## src/rtl/i2s_rx_pkg.sv

```systemverilog
package i2s_rx_pkg;

  localparam int unsigned MAX_W = 32;

  typedef struct packed {
    logic              right;
    logic [MAX_W-1:0]  data;
  } rx_word_t;

  function automatic logic [5:0] wid_bits(input logic [1:0] code);
    case (code)
      2'd0:    return 6'd8;
      2'd1:    return 6'd16;
      default: return 6'd32;
    endcase
  endfunction

  function automatic logic [2:0] wid_bytes(input logic [1:0] code);
    case (code)
      2'd0:    return 3'd1;
      2'd1:    return 3'd2;
      default: return 3'd4;
    endcase
  endfunction

endpackage

```

## src/rtl/i2s_rx_sync.sv

```systemverilog
module i2s_rx_sync #(
  parameter int unsigned STAGES = 2
) (
  input  logic clk_i,
  input  logic rst_ni,
  input  logic sck_i,
  input  logic ws_i,
  input  logic sd_i,
  output logic bit_stb_o,
  output logic ws_o,
  output logic sd_o
);
  logic [STAGES-1:0] sck_q, ws_q, sd_q;
  logic              sck_d;

  always_ff @(posedge clk_i or negedge rst_ni) begin
    if (!rst_ni) begin
      sck_q <= '0;
      ws_q  <= '0;
      sd_q  <= '0;
      sck_d <= 1'b0;
    end else begin
      sck_q <= {sck_q[STAGES-2:0], sck_i};
      ws_q  <= {ws_q[STAGES-2:0], ws_i};
      sd_q  <= {sd_q[STAGES-2:0], sd_i};
      sck_d <= sck_q[STAGES-1];
    end
  end

  // rising bit-clock edge, data and word select aligned to it
  assign bit_stb_o = sck_q[STAGES-1] & ~sck_d;
  assign ws_o      = ws_q[STAGES-1];
  assign sd_o      = sd_q[STAGES-1];

endmodule

```

## src/rtl/i2s_rx_wsgen.sv

```systemverilog
module i2s_rx_wsgen #(
  parameter int unsigned CNT_W = 9
) (
  input  logic             clk_i,
  input  logic             rst_ni,
  input  logic             bit_stb_i,
  input  logic [CNT_W-1:0] half_i,
  output logic             ws_o
);
  logic [CNT_W-1:0] cnt_q;
  logic             ws_q;

  always_ff @(posedge clk_i or negedge rst_ni) begin
    if (!rst_ni) begin
      cnt_q <= '0;
      ws_q  <= 1'b0;
    end else if (bit_stb_i) begin
      if (cnt_q >= half_i) begin
        cnt_q <= '0;
        ws_q  <= ~ws_q;
      end else begin
        cnt_q <= cnt_q + CNT_W'(1);
      end
    end
  end

  assign ws_o = ws_q;


  ws_toggle_chk: assert property (@(posedge clk_i) disable iff (!rst_ni)
    (ws_q != $past(ws_q)) |-> ($past(bit_stb_i) && ($past(cnt_q) >= $past(half_i))));

endmodule

```

## src/rtl/i2s_rx_shift.sv

```systemverilog
module i2s_rx_shift
  import i2s_rx_pkg::*;
(
  input  logic       clk_i,
  input  logic       rst_ni,
  input  logic       bit_stb_i,
  input  logic       ws_i,
  input  logic       sd_i,
  input  logic [1:0] width_i,
  input  logic       mono_i,
  output logic       word_vld_o,
  output rx_word_t   word_o
);
  logic             ws_known_q, in_word_q, ws_prev_q, vld_q;
  logic [5:0]       bit_cnt_q, cnt_nx, wbits;
  logic [MAX_W-1:0] sh_q, sh_nx, data_al;
  logic             take, ws_edge, emit;
  rx_word_t         word_q;

  assign wbits = wid_bits(width_i);

  always_comb begin
    take    = bit_cnt_q < wbits;   // surplus bits dropped
    sh_nx   = take ? {sh_q[MAX_W-2:0], sd_i} : sh_q;
    cnt_nx  = take ? bit_cnt_q + 6'd1 : bit_cnt_q;
    ws_edge = ws_known_q && (ws_i != ws_prev_q);
    emit    = bit_stb_i && ws_edge && in_word_q && !(mono_i && ws_prev_q);
    data_al = sh_nx << (wbits - cnt_nx);   // zero-fill short words
  end

  always_ff @(posedge clk_i or negedge rst_ni) begin
    if (!rst_ni) begin
      ws_known_q <= 1'b0;
      in_word_q  <= 1'b0;
      ws_prev_q  <= 1'b0;
      bit_cnt_q  <= '0;
      sh_q       <= '0;
      vld_q      <= 1'b0;
      word_q     <= '0;
    end else begin
      vld_q <= emit;
      if (emit) word_q <= '{right: ws_prev_q, data: data_al};
      if (bit_stb_i) begin
        if (!ws_known_q) begin
          ws_known_q <= 1'b1;
          ws_prev_q  <= ws_i;
        end else if (ws_edge) begin
          ws_prev_q <= ws_i;
          in_word_q <= 1'b1;
          bit_cnt_q <= '0;
          sh_q      <= '0;
        end else begin
          bit_cnt_q <= cnt_nx;
          sh_q      <= sh_nx;
        end
      end
    end
  end

  assign word_vld_o = vld_q;
  assign word_o     = word_q;


  bit_cnt_chk: assert property (@(posedge clk_i) disable iff (!rst_ni)
    bit_cnt_q <= wid_bits(width_i));


  word_after_edge_chk: assert property (@(posedge clk_i) disable iff (!rst_ni)
    vld_q |-> ($past(bit_stb_i) && bit_cnt_q == 6'd0));

endmodule

```

## src/rtl/i2s_rx_fifo.sv

```systemverilog
module i2s_rx_fifo
  import i2s_rx_pkg::*;
#(
  parameter int unsigned DEPTH_BYTES = 8,
  localparam int unsigned PTR_W = $clog2(DEPTH_BYTES),
  localparam int unsigned LVL_W = $clog2(DEPTH_BYTES + 1)
) (
  input  logic             clk_i,
  input  logic             rst_ni,
  input  logic             wr_i,
  input  rx_word_t         word_i,
  input  logic             stop_i,
  input  logic [1:0]       width_i,
  input  logic             rd_i,
  output rx_word_t         head_o,
  output logic             empty_o,
  output logic [LVL_W-1:0] level_o,
  output logic             ovr_o
);
  // one slot per byte covers the narrowest width; depth is a power of two
  rx_word_t         mem [DEPTH_BYTES];
  logic [PTR_W-1:0] wp_q, rp_q;
  logic [LVL_W-1:0] cnt_q;
  logic             ovr_q, do_rd, do_wr, space;
  logic [2:0]       bpw;
  int               used_after;

  always_comb begin
    bpw        = wid_bytes(width_i);
    do_rd      = rd_i && (cnt_q != '0);
    used_after = (int'(cnt_q) - int'(do_rd) + 1) * int'(bpw);
    space      = used_after <= int'(DEPTH_BYTES);
    do_wr      = wr_i && !stop_i && space;
  end

  always_ff @(posedge clk_i) begin
    if (do_wr) mem[wp_q] <= word_i;
  end

  always_ff @(posedge clk_i or negedge rst_ni) begin
    if (!rst_ni) begin
      wp_q  <= '0;
      rp_q  <= '0;
      cnt_q <= '0;
      ovr_q <= 1'b0;
    end else begin
      if (do_wr) wp_q <= wp_q + PTR_W'(1);
      if (do_rd) rp_q <= rp_q + PTR_W'(1);
      cnt_q <= cnt_q + LVL_W'(do_wr) - LVL_W'(do_rd);
      if (stop_i)                 ovr_q <= 1'b0;
      else if (wr_i && !space)    ovr_q <= 1'b1;
    end
  end

  assign head_o  = mem[rp_q];
  assign empty_o = cnt_q == '0;
  assign level_o = LVL_W'(int'(cnt_q) * int'(bpw));
  assign ovr_o   = ovr_q;


  level_bound_chk: assert property (@(posedge clk_i) disable iff (!rst_ni)
    int'(level_o) <= int'(DEPTH_BYTES));


  drop_on_full_chk: assert property (@(posedge clk_i) disable iff (!rst_ni)
    (wr_i && !stop_i && !rd_i && !space) |=> (ovr_o && $stable(cnt_q)));


  empty_read_chk: assert property (@(posedge clk_i) disable iff (!rst_ni)
    (rd_i && empty_o && !wr_i) |=> (empty_o && $stable(rp_q)));

endmodule

```

## src/rtl/i2s_rx.sv

```systemverilog
module i2s_rx
  import i2s_rx_pkg::*;
#(
  parameter int unsigned WS_CNT_W    = 9,
  parameter int unsigned DEPTH_BYTES = 8,
  parameter int unsigned SYNC_STAGES = 2
) (
  input  logic                               clk_i,
  input  logic                               rst_ni,
  input  logic                               master_i,
  input  logic [WS_CNT_W-1:0]                half_i,
  input  logic [1:0]                         width_i,
  input  logic                               mono_i,
  input  logic                               stop_i,
  input  logic                               mute_i,
  input  logic                               sck_i,
  input  logic                               ws_i,
  input  logic                               sd_i,
  output logic                               ws_o,
  input  logic                               rd_i,
  output logic [31:0]                        rd_data_o,
  output logic                               rd_right_o,
  output logic                               empty_o,
  output logic [$clog2(DEPTH_BYTES+1)-1:0]   level_o,
  output logic                               ovr_o
);
  logic     bit_stb, ws_pin, sd_s, ws_gen, ws_eff, word_vld;
  rx_word_t word, head;

  i2s_rx_sync #(.STAGES(SYNC_STAGES)) u_sync (
    .clk_i, .rst_ni, .sck_i, .ws_i, .sd_i,
    .bit_stb_o(bit_stb), .ws_o(ws_pin), .sd_o(sd_s)
  );

  i2s_rx_wsgen #(.CNT_W(WS_CNT_W)) u_wsgen (
    .clk_i, .rst_ni, .bit_stb_i(bit_stb), .half_i, .ws_o(ws_gen)
  );

  assign ws_eff = master_i ? ws_gen : ws_pin;

  i2s_rx_shift u_shift (
    .clk_i, .rst_ni, .bit_stb_i(bit_stb), .ws_i(ws_eff), .sd_i(sd_s),
    .width_i, .mono_i, .word_vld_o(word_vld), .word_o(word)
  );

  i2s_rx_fifo #(.DEPTH_BYTES(DEPTH_BYTES)) u_fifo (
    .clk_i, .rst_ni, .wr_i(word_vld), .word_i(word), .stop_i, .width_i,
    .rd_i, .head_o(head), .empty_o, .level_o, .ovr_o
  );

  assign ws_o       = ws_gen;
  assign rd_data_o  = head.data;
  assign rd_right_o = head.right;


  stop_hold_chk: assert property (@(posedge clk_i) disable iff (!rst_ni)
    (stop_i && !rd_i) |=> $stable(level_o));


  mute_ignored_chk: assert property (@(posedge clk_i) disable iff (!rst_ni)
    (mute_i && word_vld && !stop_i && !rd_i && empty_o) |=> !empty_o);


  mono_left_chk: assert property (@(posedge clk_i) disable iff (!rst_ni)
    (mono_i && word_vld && !stop_i && !rd_i && empty_o) |=> !rd_right_o);

endmodule

```

## config.mk

```make
export PLATFORM = sky130hd
export DESIGN_NAME = i2s_rx
export DESIGN_NICKNAME = d
export VERILOG_FILES = /design/src/rtl/i2s_rx_pkg.sv /design/src/rtl/i2s_rx_sync.sv /design/src/rtl/i2s_rx_wsgen.sv /design/src/rtl/i2s_rx_shift.sv /design/src/rtl/i2s_rx_fifo.sv /design/src/rtl/i2s_rx.sv
export SDC_FILE = /design/constraint.sdc
export NUM_CORES = 1
export LEC_CHECK = 0
export BUFFER_PORTS_ARGS = -buffer_cell sky130_fd_sc_hd__buf_2
export CORE_ASPECT_RATIO = 1.25
export CORE_UTILIZATION = 47
export CTS_BUF_LIST = sky130_fd_sc_hd__clkbuf_4 sky130_fd_sc_hd__clkbuf_8
export DETAILED_ROUTE_END_ITERATION = 16
export PLACE_DENSITY = 0.66
export RECOVER_POWER = 50
export SLEW_MARGIN = 10
export SYNTH_ARGS = -nofsm -noshare
export SYNTH_HDL_FRONTEND = slang
export SYNTH_SLANG_ARGS = --single-unit
```

## constraint.sdc

```tcl
create_clock -name clk_i -period 11.35 [get_ports clk_i]
set_input_delay 2.8375 -clock clk_i [delete_from_list [all_inputs] [get_ports clk_i]]
set_output_delay 2.8375 -clock clk_i [all_outputs]
set_load 0.01 [all_outputs]
```

==> impl_metrics.env, run 1 <==
export IMPL_grt_pass1_wl_um=69390
export IMPL_grt_setup_unrepaired="false"
export IMPL_pwr_density_cell_nw_per_um2=241.7
export IMPL_drt_wl_total_um=43080
export IMPL_vias=12689
export IMPL_synthTopCellsByArea="edfxtp_1 40%, dfrtp_1 13%, mux4_2 7.5%"
export IMPL_fmax_ghz=0.1007
export IMPL_power_frac_clock_pct=20.8
export IMPL_clock_path_buffers=3
export IMPL_core_sq_um=41330
export IMPL_dp_hpwl_um=28770
export IMPL_drv_cap=3
export IMPL_final_hold_viol_count=0
export IMPL_dieArea_sq_um=43050
export IMPL_period_needed_ps=9934
export IMPL_fp_dieW_um=185.8
export IMPL_cp_data_arrival_time_ps=10160
export IMPL_drive_gt1_share_pct=19.29
export IMPL_cts_buffers=54
export IMPL_nets=1758
export IMPL_drtIter0Drc=808
export IMPL_status="finished, violations left"
export IMPL_via_per_inst=5.708
export IMPL_start_util_pct=48.01
export IMPL_synthDistinctLibCells=88
export IMPL_clkTransAtPathRegs_ps=60
export IMPL_report_final_slew_viol_count=141
export IMPL_grt_max_degree=70
export IMPL_fin_setup_tns_ps=0
export IMPL_synthArstFlopShare_pct=28.07
export IMPL_wire_per_inst_um=19.38
export IMPL_leakage_nw=8.393
export IMPL_syn_cell_area_sq_um=19840
export IMPL_die_h_um=231.7
export IMPL_critPathSlowestCell="or4_1"
export IMPL_synth_seq_cells=367
export IMPL_postPlaceCellArea_sq_um=20750
export IMPL_vdd_ir_drop_max_mv=0.1659
export IMPL_cts_sinks=367
export IMPL_track_usage_pct=20.71
export IMPL_slew_headroom_pct=-149.6
export IMPL_insertion_delay_ps=630
export IMPL_combPwrFrac_pct=45.6
export IMPL_crit_top_cell="ha_1"
export IMPL_fin_skew_ps=41.56
export IMPL_io_pin_count=61
export IMPL_root_buffer="clkbuf_8"
export IMPL_yosysTopAreaCellShare_pct=39.95
export IMPL_violations="capacitance limit, slew limit"
export IMPL_p_int_mw=3.183
export IMPL_ctsResizeCount=0
export IMPL_yosys_warnings=0
export IMPL_drtAntennaViolNets=0
export IMPL_power_mw=5.291
export IMPL_fp_row_count=83
export IMPL_syn_avg_cell_area_sq_um=12.58
export IMPL_setup_violations=0
export IMPL_cts_tree="done"
export IMPL_start_kind="input port"
export IMPL_ys_seq_area_share_pct=52.94
export IMPL_grt_pass1_vias=12904
export IMPL_first_pass_iters=5
export IMPL_critPathMaxFanout=33
export IMPL_min_path_type="reg -> reg"
export IMPL_pwr_share_seq_pct=33.6
export IMPL_post_route_cell_area_sq_um=21890
export IMPL_cts_max_level=2
export IMPL_portBuffers=59
export IMPL_hold_buffers=0
export IMPL_synth_cells=1577
export IMPL_syn_num_nets=1712
export IMPL_crit_type="in -> reg"
export IMPL_max_stage_delay_ps=610
export IMPL_required_ps=11580
export IMPL_antenna_found_initial=1
export IMPL_synth_edf_count=264
export IMPL_synth_top_area_cell="edfxtp_1"
export IMPL_grt_overflow_total=0
export IMPL_p_sw_mw=2.108
export IMPL_synth_flop_cell="edfxtp_1"
export IMPL_postCtsSetupBuffers=0
export IMPL_route_detailed_drc=0
export IMPL_tightest_slew_ps=3745
export IMPL_post_route_period_util_pct=87.52
export IMPL_end_kind="register"
export IMPL_sw_frac_of_total_pct=39.84
export IMPL_syn2layout_area_growth_pct=10.30
export IMPL_gp_congestion=0.9150
## power by group through the flow
stage	Clock, mW	Sequential (mW)	Combinational, mW
5_1_grt	1.18	1.80	2.67
4_1_cts	1.13	1.78	2.42
6_report	1.10	1.78	2.41
3_5_place_dp	0	1.81	2.40
2_1_floorplan	0	1.69	1.90
3_3_place_gp	0	1.80	2.38
## worst max-delay path, delay by kind of cell
family / cells / cell delay (ps)
compound gates: 5 / 1370
xor+xnor: 1 / 270
fa+ha+maj: 6 / 1950
buf+inv: 5 / 960
simple gates: 9 / 2700
## final timing paths
kind | from | to | slack (ps) | cells past startpoint
max | rd_i | u_fifo.mem[0][19] | 1420 | 26
min | u_sync.ws_q[0] | u_sync.ws_q[1] | 360 | 0
max reg2reg | u_fifo.cnt_q[2] | u_fifo.mem[0][19] | 2670 | 28
min reg2reg | u_sync.ws_q[0] | u_sync.ws_q[1] | 360 | 0
max in group asynchronous | rst_ni | u_fifo.rp_q[0] | 3620 | 2
min in group asynchronous | rst_ni | u_shift.word_o[7] | 2810 | 1
## area by class of cell
cell class,instances,area [sq um]
Sequential cell,367,10510
Inverter,114,427.9
Clock buffer,85,1013
Timing Repair Buffer,82,514.2
Clock inverter,17,132.6
Fill cell,3582,19440
Multi-Input combinational cell,1004,8591
Antenna cell,2,5.005
Tap cell,552,690.7
## layer usage
metal  share of wire (%)  global-route usage (%)  up-vias
li1                    -                       -     5982
met4                 2.6                   6.762        0
met3                 4.0                   2.964       81
met2                  51                   36.46      302
met1                  42                   26.03     6324
met5                   0                       0        -
## sequential cells by signal, indices dropped and copies added (netlist names), 3 cells and up
signal             count
u_wsgen.cnt_q          9
u_shift.word_o        33
u_fifo.rp_q            3
u_fifo.wp_q            3
u_fifo.cnt_q           4
u_shift.sh_q          32
u_fifo.mem           264
u_shift.bit_cnt_q      6
## through the flow
| step | instances | util, % | setup slack, ps | hold slack [ps] |
|---|---|---|---|---|
| floorplan | 1577 | - | 141.3 | 331.2 |
| global placement | 2119 | 50.20 | 995.3 | 339.1 |
| detailed placement | 2119 | 50.20 | 1036 | 339.4 |
| CTS | 2221 | 52.97 | 1660 | 366.2 |
| global route | 2221 | 52.94 | 1009 | 362.8 |
| finish | 2223 | 52.95 | 1416 | 357.5 |
## cells in the mapped netlist, types with 19 or more instances
cell      instances
a22o_1           39
inv_1           113
mux2_2           40
o21ai_0          62
clkbuf_1         54
nand2_1         127
xor2_1           19
mux4_2           66
nor3_1           28
and2_1           29
ha_1             86
fa_1             28
buf_2            24
a21oi_1          75
xnor2_1          24
mux2i_1          44
dfrtp_1         103
edfxtp_1        264
nand3_1          32
nor2_1           72
## cells in the final DEF, fill, tap and decap left out, types with 7 or more instances in the layout
cell and n:
nand2b_1 17, edfxtp_1 264, a31oi_1 9, and3_1 9, ha_1 86, clkbuf_8 60
dfrtp_1 99, clkbuf_1 7, nand3_1 32, or3_1 7, a211oi_1 8, nor2_1 68
nand2_1 127, clkinv_2 7, inv_1 113, a22o_1 39, xor2_1 18, mux2i_1 44
a211o_1 7, fa_1 28, xnor2_1 23, nor2b_1 10, clkbuf_4 25, mux4_2 66
mux2_2 40, o211ai_1 9, o21ai_1 17, a21o_1 13, and2_1 27, nor3_1 27
buf_2 55, nand4_1 14, o21ai_0 62, a21oi_1 75, buf_4 15, o221ai_1 9
## logic make-up (layout without fill, tap and decap cells)
| group | count (synthesis) | in the layout | share of synthesized area, % |
|---|---|---|---|
| xor gates and xnor gates | 44 | 44 | 1.980 |
| other | 0 | 2 | 0 |
| DFF | 367 | 367 | 52.94 |
| adders and majority gates | 114 | 114 | 8.247 |
| AOI/OAI and AO/OA | 319 | 319 | 11.15 |
| buffers and inverters | 206 | 298 | 4.205 |
| muxes | 150 | 150 | 11.98 |
| and+or+nand+nor | 377 | 377 | 9.502 |
Note: power is estimated with default switching activity, not from simulation.
==> inputs of run 2 (changes only) <==
==> constraint.sdc (replaced) <==
create_clock -name clk_i -period 11.35 [get_ports clk_i]
set_input_delay 1.135 -clock clk_i [delete_from_list [all_inputs] [get_ports clk_i]]
set_output_delay 1.135 -clock clk_i [all_outputs]
set_load 0.01 [all_outputs]
==> run 2 against run 1 <==
The run still ends with capacitance limit, slew limit left. Count of clock-buffer cells in the layout decreased by 15. Final area decreased by 0.27%. Worst hold slack got worse by 5.0 ps. Utilization decreased by 0.14 points. Global-route usage decreased by 0.28 points. Clock skew decreased by 24 ps. Highest routed layer unchanged. Critical endpoint is now u_fifo.mem[5][15]. Combinational power about the same. Routed wire length decreased by 0.77%. Sequential cell count unchanged. Register-to-register slack got worse by 750 ps. Critical path depth decreased by 1. Sequential share of layout area increased by 0.13 points.
==> impl_metrics.env, run 2 (synthesis gave the netlist of run 1 again) <==
export IMPL_status="finished, violations left"
export IMPL_violations="capacitance limit, slew limit"
export IMPL_drtIter0Drc=851
export IMPL_start_util_pct=48.01
export IMPL_fp_dieW_um=185.8
export IMPL_critPathMaxFanout=18
export IMPL_period_needed_ps=9430
export IMPL_power_frac_clock_pct=21.0
export IMPL_p_sw_mw=2.103
export IMPL_hp_start="u_sync.ws_q[0]"
export IMPL_dp_hpwl_um=29180
export IMPL_track_usage_pct=20.43
export IMPL_die_h_um=231.7
export IMPL_start_kind="register"
export IMPL_finalNonFillerCells=2222
export IMPL_wire_per_inst_um=19.24
export IMPL_grt_pass1_wl_um=68480
export IMPL_n_fill_cell=3573
export IMPL_route_detailed_drc=0
export IMPL_crit_top_cell="ha_1"
export IMPL_slew_headroom_pct=-154.2
export IMPL_sw_frac_of_total_pct=39.70
export IMPL_drv_cap=3
export IMPL_holdWs_ps=352.5
export IMPL_max_stage_delay_ps=820
export IMPL_drtAntennaViolNets=0
export IMPL_largest_reg_flops=264
export IMPL_vdd_ir_drop_max_mv=0.1317
export IMPL_drt_wl_total_um=42750
export IMPL_grt_max_degree=73
export IMPL_largest_register="u_fifo.mem"
export IMPL_tightest_slew_ps=3814
export IMPL_layout_commonest_cell="edfxtp_1"
export IMPL_final_hold_viol_count=0
export IMPL_antenna_found_initial=2
export IMPL_cts_tree="done"
export IMPL_core_sq_um=41330
export IMPL_gp_congestion=0.9088
export IMPL_report_final_slew_viol_count=141
export IMPL_dp_cells=2117
export IMPL_grt_setup_unrepaired="false"
export IMPL_root_buffer="clkbuf_8"
export IMPL_crit_start="u_fifo.cnt_q[2]"
export IMPL_leakage_nw=8.365
export IMPL_fin_setup_tns_ps=0
export IMPL_post_route_period_util_pct=83.08
export IMPL_fmax_ghz=0.1060
export IMPL_via_per_inst=5.684
export IMPL_layout_common_cells="264 x edfxtp_1, 127 x nand2_1, 113 x inv_1"
export IMPL_drive_gt1_share_pct=18.66
export IMPL_fp_row_count=83
export IMPL_insertion_delay_ps=610
export IMPL_nets=1756
export IMPL_io_pin_count=61
export IMPL_postCtsSetupBuffers=0
export IMPL_reg2reg_from="u_fifo.cnt_q[2]"
export IMPL_ctsResizeCount=0
export IMPL_setup_violations=0
export IMPL_cp_data_arrival_time_ps=9700
export IMPL_cts_sinks=367
export IMPL_required_ps=11620
export IMPL_hold_buffers=0
export IMPL_fin_skew_ps=17.42
export IMPL_end_kind="register"
export IMPL_dieArea_sq_um=43050
export IMPL_p_int_mw=3.194
export IMPL_final_core_util_pct=52.81
export IMPL_syn2layout_area_growth_pct=10.00
export IMPL_first_pass_iters=5
export IMPL_pwr_density_cell_nw_per_um2=242.7
export IMPL_grt_pass1_vias=12842
export IMPL_critPathSlowestCell="and4bb_2"
export IMPL_pwr_share_seq_pct=33.4
export IMPL_min_path_type="reg -> reg"
export IMPL_combPwrFrac_pct=45.6
export IMPL_grt_overflow_total=0
export IMPL_clkTransAtPathRegs_ps=60
export IMPL_vias=12630
export IMPL_clock_path_buffers=3
export IMPL_cts_max_level=2
export IMPL_cts_buffers=54
export IMPL_portBuffers=59
export IMPL_crit_type="reg -> reg"
-- run 2: cell count changes in the layout (fill, tap and decap cells not counted) --
cell | previous run | this run
bufinv_16 | 1 | 4
clkinv_8 | 2 | 1
clkbuf_4 | 25 | 12
clkbuf_8 | 60 | 58
nor2_4 | 3 | 4
buf_4 | 15 | 19
inv_8 | 0 | 1
clkbuf_1 | 7 | 6
clkinv_2 | 7 | 9
clkinv_1 | 6 | 16
diode_2 | 2 | 3
buf_12 | 5 | 0
nor2_2 | 3 | 2
-- run 2: worst max-delay path: cells and delay by family, from the launching register on --
kind	cells	cell delay, ps
adder cells (fa/ha/maj)	7	2410
buffers and inverters	3	580
flip-flops	1	430
AO/OA/AOI/OAI	5	1930
AND/OR/NAND/NOR	10	3710
-- run 2: path summary, 6_finish.rpt --
path                            cells past startpoint                 end  slack, ps
worst max-delay path                               25   u_fifo.mem[5][15]       1920
worst min-delay path                                0      u_sync.ws_q[1]        350
worst max register to register                     25   u_fifo.mem[5][15]       1920
worst min register to register                      0      u_sync.ws_q[1]        350
max in group asynchronous                           2      u_fifo.rp_q[0]       5370
min in group asynchronous                           1  u_shift.word_o[18]       1030
-- run 2: power groups by stage --
stage	Sequential [mW]	Combinational (mW)	Clock, mW
after floorplan	1.69	1.90	0
after global placement	1.79	2.39	0
after detailed placement	1.80	2.41	0
after CTS	1.78	2.42	1.14
after global routing	1.79	2.67	1.20
final	1.77	2.41	1.11
-- run 2: through the flow --
step           power [mW]  instance area, sq um  setup slack [ps]
4_1_cts             5.343                 21820              1877
3_5_place_dp        4.212                 20670              1685
2_1_floorplan       3.586                 19840              1844
3_3_place_gp        4.178                 20670              1821
6_report            5.297                 21830              1920
5_1_grt             5.670                 21820              1448
-- run 2: routing by layer --
layer  vias up  wire [um]  GRT usage, %
met5         -          0             0
met4         0       1123         6.993
met3        76       1743         2.964
met2       307      21750         35.81
met1      6258      18130         25.64
li1       5989          -             -
-- run 2: area by class of cell --
cell class,instances,area [sq um],share of cell area [%]
Timing Repair Buffer,80,440.4,2.018
Inverter,114,427.9,1.960
Sequential cell,367,10510,48.16
Tap cell,552,690.7,3.164
Clock inverter,32,265.3,1.215
Multi-Input combinational cell,1004,8596,39.38
Clock buffer,70,888.4,4.070
Antenna cell,3,7.507,0.03439
==> inputs of run 3 (changes only) <==
Settings changed: PLACE_DENSITY 0.66 to 0.68.
Clock period 11.35 ns to 8.5 ns, I/O delays scaled along.
==> run 3 against run 2 <==
The run still ends with capacitance limit, slew limit left. Sequential power rose by 32%. Routed wire length is 0.86% higher. Sequential cell count unchanged. Via count is 1.2% higher. First-iteration DRC count decreased by 0.24%. Count of clock-buffer cells in the layout rose by 17. Non-clock buffer count is 7 higher. Setup slack got worse by 1300 ps. Sequential share of layout area is 0.62 points lower. Critical path depth rose by 2.
==> impl_metrics.env, run 3 (synthesis gave the netlist of run 1 again) <==
export IMPL_drv_cap=3
export IMPL_clock_path_buffers=3
export IMPL_cts_buffers=57
export IMPL_max_stage_delay_ps=610
export IMPL_grt_pass1_vias=13055
export IMPL_portBuffers=59
export IMPL_vias=12783
export IMPL_start_util_pct=48.01
export IMPL_root_buffer="clkbuf_8"
export IMPL_drtAntennaViolNets=0
export IMPL_core_sq_um=41330
export IMPL_pre_cts_ws_ps=545.3
export IMPL_crit_top_cell="ha_1"
export IMPL_reg2reg_from="u_fifo.cnt_q[2]"
export IMPL_pwr_density_cell_nw_per_um2=325.9
export IMPL_fmax_ghz=0.1276
export IMPL_drt_wl_total_um=43120
export IMPL_end_kind="register"
export IMPL_timing_final_ws_setup_ps=665.4
export IMPL_power_mw=7.206
export IMPL_final_core_util_pct=53.49
export IMPL_io_pin_count=61
export IMPL_slew_headroom_pct=-163.2
export IMPL_crit_start="u_fifo.cnt_q[2]"
export IMPL_period_needed_ps=7835
export IMPL_fp_dieW_um=185.8
export IMPL_clkTransAtPathRegs_ps=60
export IMPL_dp_hpwl_um=28880
export IMPL_leakage_nw=8.500
export IMPL_die_h_um=231.7
export IMPL_final_hold_viol_count=0
export IMPL_critPathMaxFanout=33
export IMPL_crit_family="simple AND/OR/NAND/NOR gates"
export IMPL_wire_per_inst_um=19.30
export IMPL_insertion_delay_ps=650
export IMPL_antenna_found_initial=2
export IMPL_fin_setup_tns_ps=0
export IMPL_grt_max_degree=72
export IMPL_cp_data_arrival_time_ps=8140
export IMPL_status="finished, violations left"
export IMPL_violations="capacitance limit, slew limit"
export IMPL_first_pass_iters=5
export IMPL_start_kind="register"
export IMPL_postCtsSetupBuffers=0
export IMPL_grt_setup_unrepaired="false"
export IMPL_nets=1766
export IMPL_drtIter0Drc=849
export IMPL_critPathSlowestCell="or4_1"
export IMPL_layout_commonest_cell="edfxtp_1"
export IMPL_crit_type="reg -> reg"
export IMPL_n_fill_cell=3583
export IMPL_setup_violations=0
export IMPL_gp_congestion=0.9190
export IMPL_multi_input_area_sq_um=8618
export IMPL_report_final_slew_viol_count=141
export IMPL_grt_pass1_wl_um=69360
export IMPL_largest_reg_flops=264
export IMPL_cts_tree="done"
export IMPL_post_route_period_util_pct=92.17
export IMPL_hp_start="sck_i"
export IMPL_track_usage_pct=20.79
export IMPL_min_path_type="in -> reg"
export IMPL_fp_row_count=83
export IMPL_drive_gt1_share_pct=19.82
export IMPL_path_buf_inv=4
export IMPL_fin_skew_ps=34.19
export IMPL_largest_register="u_fifo.mem"
export IMPL_cts_max_level=2
export IMPL_route_detailed_drc=0
export IMPL_required_ps=8810
export IMPL_cts_sinks=367
export IMPL_via_per_inst=5.722
export IMPL_dieArea_sq_um=43050
export IMPL_register_area_sq_um=10510
export IMPL_grt_overflow_total=0
export IMPL_layout_common_cells="264 x edfxtp_1, 127 x nand2_1, 113 x inv_1"
export IMPL_vdd_ir_drop_max_mv=0.2763
export IMPL_syn2layout_area_growth_pct=11.41
export IMPL_tightest_slew_ps=3947
==> run 3: metrics by stage <==
| step | std cells | area [sq um] | hold WS (ps) |
|---|---|---|---|
| 2_1_floorplan | 1577 | 19860 | 331.2 |
| 3_3_place_gp | 2124 | 20830 | 334.9 |
| 3_5_place_dp | 2124 | 20830 | 335.6 |
| 4_1_cts | 2232 | 22090 | 126.3 |
| 5_1_grt | 2232 | 22100 | 287.3 |
| 6_report | 2234 | 22110 | 313.3 |
==> run 3: worst paths after layout <==
kind | end | slack, ps | depth (start not counted)
worst max-delay path | u_fifo.mem[5][16] | 670 | 27
worst min-delay path | u_sync.sck_q[0] | 310 | 1
worst max register to register | u_fifo.mem[5][16] | 670 | 27
worst min register to register | u_sync.sck_q[1] | 330 | 0
max in group asynchronous | u_fifo.rp_q[0] | 2690 | 2
min in group asynchronous | u_shift.word_o[8] | 710 | 1
==> run 3: power by group <==
group / switching [mW] / total, mW / internal, mW / leakage (nW)
logic: 1.92 / 3.27 / 1.35 / 4.15
clock network: 0.694 / 1.59 / 0.897 / 0.673
registers: 0.225 / 2.34 / 2.12 / 3.68
==> run 3: per-layer routing <==
| layer | global-route usage [%] | vias up | routed length (um) |
|---|---|---|---|
| li1 | - | 6017 | - |
| met1 | 25.92 | 6353 | 18090 |
| met2 | 36.04 | 322 | 21910 |
| met3 | 2.870 | 89 | 1769 |
| met4 | 8.632 | 2 | 1337 |
| met5 | 0 | - | 11 |
==> run 3: final cells by class <==
type                       instances  area share (%)
antenna                            2         0.02264
clock buffer                      87           4.793
clock inverter                    21          0.9338
inverter                         114           1.935
multi-input combinational       1004           38.98
sequential                       367           47.54
tap                              552           3.124
timing repair buffer              87           2.666
==> run 3: what timing repair did <==
| item | CTS | global route |
|---|---|---|
| resized for setup | 0 | 3 |
| hold endpoints to repair | 0 | 0 |
| setup endpoints to repair | 0 | 200 |
| hold buffers | 0 | 0 |
